[src/rtl/utx_pkg.sv]
package utx_pkg;

   typedef enum logic [2:0] {
      PAR_OFF   = 3'd0,
      PAR_EVEN  = 3'd1,
      PAR_ODD   = 3'd2,
      PAR_LOW   = 3'd3,
      PAR_HIGH  = 3'd4
   } par_sel_e;

   localparam int unsigned PAR_SEL_W = 3;

endpackage

[src/rtl/utx_parity_gen.sv]
module utx_parity_gen
   import utx_pkg::*;
#(
   parameter int unsigned DATA_W     = 8,
   parameter bit          HAS_PARITY = 1'b1
) (
   input  logic [DATA_W-1:0]    data_in,
   input  logic [PAR_SEL_W-1:0] sel_in,
   output logic                 par_bit,
   output logic                 par_on
);

   generate
      if (HAS_PARITY) begin : g_par
         logic ones_odd;
         assign ones_odd = ^data_in;

         always_comb begin
            par_on  = 1'b1;
            par_bit = 1'b0;
            case (sel_in)
               PAR_EVEN: par_bit = ones_odd;
               PAR_ODD:  par_bit = ~ones_odd;
               PAR_LOW:  par_bit = 1'b0;
               PAR_HIGH: par_bit = 1'b1;
               default:  par_on  = 1'b0;
            endcase
         end
      end else begin : g_nopar
         logic unused_in;
         assign unused_in = ^{data_in, sel_in};
         assign par_bit   = 1'b0;
         assign par_on    = 1'b0;
      end
   endgenerate

endmodule

[src/rtl/utx_hold_reg.sv]
module utx_hold_reg #(
   parameter int unsigned DATA_W = 8
) (
   input  logic              clk,
   input  logic              rst_n,
   input  logic              tx_en,
   input  logic              wr_stb,
   input  logic [DATA_W-1:0] wr_data,
   input  logic              take,
   output logic              full,
   output logic [DATA_W-1:0] data_q,
   output logic              ready
);

   assign ready = tx_en & ~full;

   always_ff @(posedge clk) begin
      if (!rst_n || !tx_en) begin
         full   <= 1'b0;
         data_q <= '0;
      end else if (take) begin
         full   <= 1'b0;
      end else if (wr_stb && ready) begin
         full   <= 1'b1;
         data_q <= wr_data;
      end
   end

endmodule

[src/rtl/utx_shifter.sv]
module utx_shifter #(
   parameter int unsigned DATA_W = 8
) (
   input  logic              clk,
   input  logic              rst_n,
   input  logic              tx_en,
   input  logic              tick,
   input  logic              hold_full,
   input  logic [DATA_W-1:0] hold_data,
   input  logic              par_bit,
   input  logic              par_on,
   output logic              take,
   output logic              busy,
   output logic              line
);

   localparam int unsigned FRAME_W = DATA_W + 3;
   localparam int unsigned CNT_W   = $clog2(FRAME_W + 1);
   localparam logic [CNT_W-1:0] LEN_PAR   = CNT_W'(FRAME_W);
   localparam logic [CNT_W-1:0] LEN_NOPAR = CNT_W'(FRAME_W - 1);
   localparam logic [CNT_W-1:0] ONE       = CNT_W'(1);

   logic [FRAME_W-1:0] sh_q;
   logic [FRAME_W-1:0] frame_d;
   logic [CNT_W-1:0]   left_q;
   logic [CNT_W-1:0]   len_d;
   logic               last_bit;

   assign frame_d  = par_on ? {1'b1, par_bit, hold_data, 1'b0}
                            : {1'b1, 1'b1,    hold_data, 1'b0};
   assign len_d    = par_on ? LEN_PAR : LEN_NOPAR;
   assign last_bit = busy & (left_q == ONE);
   assign take     = tx_en & tick & hold_full & (~busy | last_bit);
   assign line     = busy ? sh_q[0] : 1'b1;

   always_ff @(posedge clk) begin
      if (!rst_n || !tx_en) begin
         busy   <= 1'b0;
         left_q <= '0;
         sh_q   <= '1;
      end else if (tick) begin
         if (take) begin
            busy   <= 1'b1;
            left_q <= len_d;
            sh_q   <= frame_d;
         end else if (busy) begin
            if (last_bit) begin
               busy <= 1'b0;
            end
            left_q <= left_q - ONE;
            sh_q   <= {1'b1, sh_q[FRAME_W-1:1]};
         end
      end
   end

endmodule

[src/rtl/uart_tx_dbuf.sv]
module uart_tx_dbuf
   import utx_pkg::*;
#(
   parameter int unsigned DATA_W     = 8,
   parameter bit          HAS_PARITY = 1'b1
) (
   input  logic                 clk,
   input  logic                 rst_n,
   input  logic                 baud_tick,
   input  logic                 tx_en,
   input  logic [PAR_SEL_W-1:0] par_mode,
   input  logic                 wr_stb,
   input  logic [DATA_W-1:0]    wr_data,
   output logic                 txd,
   output logic                 tx_ready,
   output logic                 tx_empty
);

   generate
      if (DATA_W < 5 || DATA_W > 9) begin : g_bad_width
         $error("uart_tx_dbuf: DATA_W must lie in 5..9");
      end
   endgenerate

   logic              hold_full;
   logic [DATA_W-1:0] hold_data;
   logic              take;
   logic              busy;
   logic              par_bit;
   logic              par_on;

   utx_hold_reg #(.DATA_W(DATA_W)) u_hold (
      .clk     (clk),
      .rst_n   (rst_n),
      .tx_en   (tx_en),
      .wr_stb  (wr_stb),
      .wr_data (wr_data),
      .take    (take),
      .full    (hold_full),
      .data_q  (hold_data),
      .ready   (tx_ready)
   );

   utx_parity_gen #(.DATA_W(DATA_W), .HAS_PARITY(HAS_PARITY)) u_par (
      .data_in (hold_data),
      .sel_in  (par_mode),
      .par_bit (par_bit),
      .par_on  (par_on)
   );

   utx_shifter #(.DATA_W(DATA_W)) u_shift (
      .clk       (clk),
      .rst_n     (rst_n),
      .tx_en     (tx_en),
      .tick      (baud_tick),
      .hold_full (hold_full),
      .hold_data (hold_data),
      .par_bit   (par_bit),
      .par_on    (par_on),
      .take      (take),
      .busy      (busy),
      .line      (txd)
   );

   assign tx_empty = ~busy & ~hold_full;

endmodule

[config.mk]
export PLATFORM = sky130hd
export DESIGN_NAME = uart_tx_dbuf
export DESIGN_NICKNAME = d
export VERILOG_FILES = /design/src/rtl/utx_pkg.sv /design/src/rtl/utx_parity_gen.sv /design/src/rtl/utx_hold_reg.sv /design/src/rtl/utx_shifter.sv /design/src/rtl/uart_tx_dbuf.sv
export SDC_FILE = /design/constraint.sdc
export NUM_CORES = 1
export LEC_CHECK = 0
export BUFFER_PORTS_ARGS = -buffer_cell sky130_fd_sc_hd__buf_2
export CORE_MARGIN = 2
export CORE_UTILIZATION = 59
export DETAILED_ROUTE_END_ITERATION = 7
export GPL_TIMING_DRIVEN = 0
export PLACE_DENSITY_LB_ADDON = 0.08
export SYNTH_ARGS = -nofsm -noshare
export SYNTH_HDL_FRONTEND = slang
export SYNTH_HIERARCHICAL = 1
export SYNTH_SLANG_ARGS = --single-unit
[constraint.sdc]
create_clock -name clk -period 5.19 [get_ports clk]
set_clock_uncertainty 0.15 [all_clocks]
set_input_delay 0.7785 -clock clk [delete_from_list [all_inputs] [get_ports clk]]
set_output_delay 0.7785 -clock clk [all_outputs]
set_load 0.01 [all_outputs]
==> out/metrics.cfg, run 1 <==
[status]
status = complete, no violations

[place]
io_buffers = 18
dpl_cell_area_sq_um = 1390
place_congestion = 0.716
dp.final_hpwl_um = 1840

[setup_path]
critPathKind = input port to output port
endpoint_kind = output port
reg2reg_slack_ns = 3.11
startpoint_type = input port
reg2regPathDepth = 7
path_max_fanout = 10
reg2reg_from = u_shift/left_q[0]
cp.arrival_ns = 1.54
rr_endpoint = u_hold/data_q[4]
critPathRequiredTime_ns = 4.26

[clock_tree]
clock-root-buffer = clkbuf_4
cts-htree-levels = 1
cts_tree = done
numCtsBuffers = 3
hold_buffers = 0
path_clk_slew_ns = 0.14
clockBufferDepth = 2
clk_latency_ns = 0.32
cts_sinks = 24
cts-resized-gates = 0
cts_setup_buffers = 0

[sta]
final_hold_viol_count = 0
fmax_mhz = 406
relSlewSlack_pct = 60.4
min_period_over_period_pct = 47.5
setup_viol = 0
rsz0062_at_grt = false
min_period_ns = 2.46
final-max-slew-violation-count = 0
max_slew.worst_pin.slew_ns = 0.590
setup_tns_ns = 0

[yosys]
synth_seq_cells = 24
syn_nets = 149
synth_top_area_share_pct = 38.1
syn_area_per_cell_sq_um = 9.64
yosysTopAreaCell = dfxtp_1
synth_cell_type_count = 35
ys_top_cells_by_area = dfxtp_1 38%, mux2i_1 13%, nand3_1 7.9%
netlist_instances = 131
yosysWarningCount = 6
synthArstFlopShare_pct = 0
synth_edf_count = 0
syn-cell-area_sq_um = 1260
synth_seq_area_share_pct = 38.1
ys.flop_type = dfxtp_1

[worst_hold_path]
hp-start = u_shift/sh_q[1]
hp-class = flop to flop
hold_path_end = u_shift/sh_q[1]
min_path_cells = 2

[grt]
antenna_found_initial = 0
grt_pass1_vias = 1008
grt_usage_pct = 22.3
grt_pass1_wl_um = 4290
grt_overflow = 0
grt_start_max_net_pins = 15

[power]
power_leakage_nw = 0.527
power_frac_comb_pct = 11.9
p_per_area_nw_per_um2 = 259
ir_drop_v = 0.000178
seqPwrFrac_pct = 51.5
p_int_uw = 288
switching_power_uw = 85.3
clkPwrFrac_pct = 36.7
swShare_pct = 22.9

[finish]
n_antenna_cell = 0
layout_common_cells = 24 x dfxtp_1, 21 x buf_2, 20 x nand3_1, 17 x mux2i_1, 9 x a21oi_1
layout.nets = 172
layout-drive-gt1-share_pct = 24.2
finalInstanceArea_sq_um = 1440
layout_commonest_cell = dfxtp_1
area_growth_pct = 14.0

[drt]
first_iter_violations = 17
drt_wl_total_um = 2460
drc = 0
viasPerCell = 5.60
ant_nets = 0
firstDrtPassIters = 4
via_count = 1008
wire_per_inst_um = 13.7

[die]
die_h_um = 50.3
initial_core_util_pct = 63.7
die_w_um = 50.3
fp-row-count = 16
io_pins = 19
die-area_sq_um = 2530
design.core.area_sq_um = 1980

[run]
timing.max_cap.violations = 0

## worst max-delay path by stage
stage / start / endpoint / cells after the start
finish: tx_en / tx_ready / 5
global route: tx_en / tx_ready / 5
CTS: tx_en / tx_ready / 5
detailed placement: tx_en / tx_ready / 5
global placement: tx_en / tx_ready / 5
floorplan: tx_en / tx_ready / 3
## cell usage after synthesis (all sizes together) (3+ instances only)
library cell and number:
a21oi 11, nand3 20, mux2i 17, nor2 7
o21ai 9, inv 3, xnor2 8, dfxtp 24
buf 6
## power groups by stage
| stage | Sequential [mW] | Combinational, mW | Clock [mW] |
|---|---|---|---|
| final | 0.192 | 0.0442 | 0.137 |
| after global routing | 0.193 | 0.0489 | 0.145 |
| after CTS | 0.192 | 0.0443 | 0.139 |
| after detailed placement | 0.196 | 0.0442 | 0 |
| after global placement | 0.196 | 0.0427 | 0 |
| after floorplan | 0.195 | 0.0308 | 0 |
## metrics by stage
stage	power, mW	cells	hold slack [ns]	setup slack, ns	utilization, %
2_1_floorplan	0.226	131	0.288	2.98	-
3_3_place_gp	0.238	176	0.306	2.74	69.9
3_5_place_dp	0.240	176	0.311	2.73	69.9
4_1_cts	0.375	180	0.342	2.73	72.6
5_1_grt	0.387	180	0.368	2.61	72.6
6_report	0.373	180	0.344	2.73	72.6
## sequential cells by signal, summed over array words and instances, names as in the netlist
register	count
u_hold/data_q	8
u_shift/busy	1
u_shift/left_q	4
u_hold/full	1
u_shift/sh_q	10
## critical path, stage by stage
cell     delay, ns
buf_2         0.14
buf_6         0.14
buf_2         0.21
nor2b_1       0.14
buf_2         0.13
## routing by layer
metal | global-route usage (%) | wire length, um | vias up | part of all wire (%)
met4 | 10.2 | 45 | 0 | 1.8
met5 | 0 | 0 | - | 0
li1 | - | - | 514 | -
met1 | 25.2 | 1130 | 471 | 46
met3 | 3.87 | 67 | 5 | 2.7
met2 | 40.4 | 1220 | 18 | 49
## kinds of logic after synthesis
kind of cell             synth area share, %
XOR/XNOR                                6.94
flip-flops                              38.1
buffers and inverters                   5.95
AO/OA/AOI/OAI                           14.7
AND/OR/NAND/NOR                         18.9
multiplexers                            13.5
adder cells (fa/ha/maj)                 1.98
## final cells by class
type                    instances  area (sq um)
fillers                       152           543
clock buffers                   3          22.5
repair buffers                 18          90.1
clock inverters                 1          30.0
plain buffers                   7          61.3
inverters                       3          13.8
well taps                      27          33.8
flip-flops and latches         24           480
multi-input cells              97           707
(Power assumes the default switching activity.)
==> run 2, diff against run 1 <==
Settings changed: ABC_AREA set to 1, CORE_UTILIZATION 59 to 51.
Clock period 5.19 ns to 2.2 ns, I/O delays scaled along.
==> run 2 against run 1 <==
  * Non-clock buffer count shrank 1
  * Sequential power increased by 140%
  * Die area up 35%
  * Via count increased by 39%
  * Global-route usage shrank 2.3 points
  * First-iteration DRC count rose to 2.6 times the previous value
  * Combinational power rose to 2.9 times the previous value
  * Core utilization down 12 points
  * Worst hold slack got worse by 0.24 ns
  * Sequential share of layout area down 5.0 points
  * Power is 140% higher
  * Largest cell class unchanged
  * Largest power group unchanged
==> out/metrics.cfg, run 2 <==
[worst_hold_path]
hp-class = input port to flop

[clock_tree]
cts_sinks = 24  ; unchanged
cts-htree-levels = 1  ; unchanged
numCtsBuffers = 3  ; unchanged
path_clk_slew_ns = 0.15  ; about the same
clockBufferDepth = 2  ; unchanged
clk_latency_ns = 0.33  ; about the same
cts_tree = done
hold_buffers = 0  ; unchanged
clock-root-buffer = clkbuf_4
cts-resized-gates = 0  ; unchanged
cts_setup_buffers = 0  ; unchanged

[yosys]
synth_top_area_share_pct = 31.8  ; -6.3 points
syn-cell-area_sq_um = 1510  ; +20%
yosys-mux-area-fraction_pct = 0  ; -13 points
ys_top_cells_by_area = dfxtp_1 32%, nand2_1 19%, inv_1 11%
synth_cell_type_count = 24  ; -31%
yosysWarningCount = 6  ; unchanged
synth.top_cells.by_count = 77 x nand2_1, 44 x inv_1, 24 x dfxtp_1
netlist_instances = 244  ; +86%
synth_seq_cells = 24  ; unchanged
synth_seq_area_share_pct = 31.8  ; -6.3 points
synthXorXnorAreaFrac_pct = 0  ; -6.9 points
synth_edf_count = 0  ; unchanged
synthArstFlopShare_pct = 0  ; unchanged
syn_nets = 262  ; +76%
synthSimpleGateAreaFrac_pct = 45.2  ; +26 points
yosysTopAreaCell = dfxtp_1
synth_top_family_by_area = simple AND/OR/NAND/NOR gates
yosysMostFrequentCell = nand2_1
syn_area_per_cell_sq_um = 6.20  ; -36%
ys.flop_type = dfxtp_1
synth_adder_area_share_pct = 1.65  ; -0.33 points
synth_compound_area_share_pct = 6.04  ; -8.6 points

[setup_path]
critPathSlowestCell = dfxtp_1
cpPeakStageDelay_ns = 0.38  ; +0.17 ns
critPathRequiredTime_ns = 2.27  ; -1.99 ns
critPathKind = flop to flop
path_max_fanout = 8  ; -2
crit_chain = inv_1, ha_1, nand2_1, nand2_2, nand2_2, inv_1, nor2_2, nand3_1, nand2_1, nor2_1
endpoint_kind = flop
cp.arrival_ns = 1.81  ; +0.27 ns
startpoint_type = flop

[drt]
wire_per_inst_um = 9.57  ; -30%
first_iter_violations = 45  ; +28
drt_wl_total_um = 2840  ; +15%
firstDrtPassIters = 5  ; +1
ant_nets = 0  ; unchanged
viasPerCell = 4.70  ; -16%
drc = 0  ; unchanged
via_count = 1397  ; +39%

[die]
io_pins = 19  ; unchanged
die-area_sq_um = 3420  ; +35%
design.core.area_sq_um = 2780  ; +40%
initial_core_util_pct = 54.4  ; -9.3 points
die_w_um = 58.5  ; +16%
die_h_um = 58.5  ; +16%
fp-row-count = 19  ; +3

[power]
clkPwrFrac_pct = 35.4  ; -1.3 points
ir_drop_v = 0.000391  ; +120%
swShare_pct = 24.6  ; +1.7 points
power_frac_comb_pct = 14.2  ; +2.3 points
power_leakage_nw = 0.906  ; +72%
p_int_uw = 681  ; +140%
p_per_area_nw_per_um2 = 533  ; +110%
seqPwrFrac_pct = 50.4  ; -1.1 points
switching_power_uw = 222  ; +160%

[finish]
multi_input_area_sq_um = 801  ; +13%
regArea_sq_um = 480  ; unchanged
largest_register = u_shift/sh_q
layout.nets = 285  ; +66%
layout_common_cells = 77 x nand2_1, 44 x inv_1, 24 x dfxtp_1, 23 x nand3_1
n_antenna_cell = 0  ; unchanged
fill_cells = 287  ; +89%
area_growth_pct = 12.0
largest_reg_flops = 10  ; unchanged
layout-drive-gt1-share_pct = 16.9  ; -7.3 points
layout_commonest_cell = nand2_1
top_regs = u_shift/sh_q (10), u_hold/data_q (8), u_shift/left_q (4)
fin_util_pct = 60.9  ; -12 points

[grt]
grt_pass1_wl_um = 5360  ; +25%
antenna_found_initial = 0  ; unchanged
grt_pass1_vias = 1274  ; +26%
grt_usage_pct = 20.1  ; -2.3 points
grt_start_max_net_pins = 15  ; unchanged
grt_overflow = 0  ; unchanged

[sta]
min_period_ns = 1.74
min_period_over_period_pct = 79.1
max_slew.worst_pin.slew_ns = 0.280  ; -0.310 ns
final-max-slew-violation-count = 0  ; unchanged
final_hold_viol_count = 0  ; unchanged
setup_tns_ns = 0  ; unchanged
relSlewSlack_pct = 81.3  ; +21 points
fmax_mhz = 575
setup_viol = 0  ; unchanged
rsz0062_at_grt = false

[place]
io_buffers = 18  ; unchanged
place_congestion = 0.791  ; +11%
dp.final_hpwl_um = 2180  ; +19%

[run]
timing.max_cap.violations = 0  ; unchanged

[status]
status = complete, no violations

run 2: power by group through the flow:
| stage | combinational (mW) | sequential (mW) | clock (mW) |
|---|---|---|---|
| 2_1_floorplan | 0.0951 | 0.462 | 0 |
| 3_3_place_gp | 0.128 | 0.464 | 0 |
| 3_5_place_dp | 0.129 | 0.465 | 0 |
| 4_1_cts | 0.130 | 0.455 | 0.330 |
| 5_1_grt | 0.149 | 0.457 | 0.357 |
| 6_report | 0.129 | 0.455 | 0.320 |
run 2: stage by stage:
step / worst slack (ns) / instance area, sq um / instances / hold WS, ns / power [mW]
CTS: 0.450 / 1690 / 297 / 0.0889 / 0.915
global placement: 0.509 / 1640 / 293 / 0.344 / 0.592
detailed placement: 0.513 / 1640 / 293 / 0.345 / 0.594
finish: 0.460 / 1690 / 297 / 0.103 / 0.903
global route: 0.216 / 1690 / 297 / 0.0807 / 0.964
floorplan: 0.683 / 1510 / 244 / 0.317 / 0.557
run 2: cell families (layout without fill, tap and decap cells):
kind of cell | count (synthesis) | in the layout
and+or+nand+nor | 147 | 147
DFF | 24 | 24
buffers and inverters | 54 | 76
AOI/OAI and AO/OA | 17 | 17
adders and majority gates | 2 | 2
run 2: path summary, 6_finish.rpt:
| path | slack [ns] | startpoint | endpoint | cells after the start |
|---|---|---|---|---|
| min | 0.10 | rst_n | u_hold/full | 3 |
| max | 0.46 | u_shift/left_q[1] | u_hold/data_q[7] | 10 |
| min reg2reg | 0.36 | u_shift/sh_q[0] | u_shift/sh_q[0] | 2 |
| max reg2reg | 0.46 | u_shift/left_q[1] | u_hold/data_q[7] | 10 |
run 2: worst max-delay path: cells and delay by family, from the launching register on:
family                   cells  cell delay (ns)
adder cells (fa/ha/maj)      1             0.19
buffers and inverters        2             0.16
flip-flops                   1             0.38
AND/OR/NAND/NOR              7             0.74
run 2: routing by layer:
metal | vias to the layer above | wire (um) | GRT usage (%)
met5 | - | 0 | 0
met3 | 4 | 96 | 3.96
met2 | 24 | 1200 | 31.6
met1 | 575 | 1510 | 26.9
li1 | 794 | - | -
met4 | 0 | 36 | 7.97
run 2: area by class of cell:
cell class | instances | share of cell area [%]
well taps | 31 | 2.29
clock buffers | 3 | 1.33
clock inverters | 1 | 1.77
plain buffers | 6 | 3.03
repair buffers | 18 | 5.32
multi-input cells | 166 | 47.3
inverters | 48 | 10.6
flip-flops and latches | 24 | 28.4
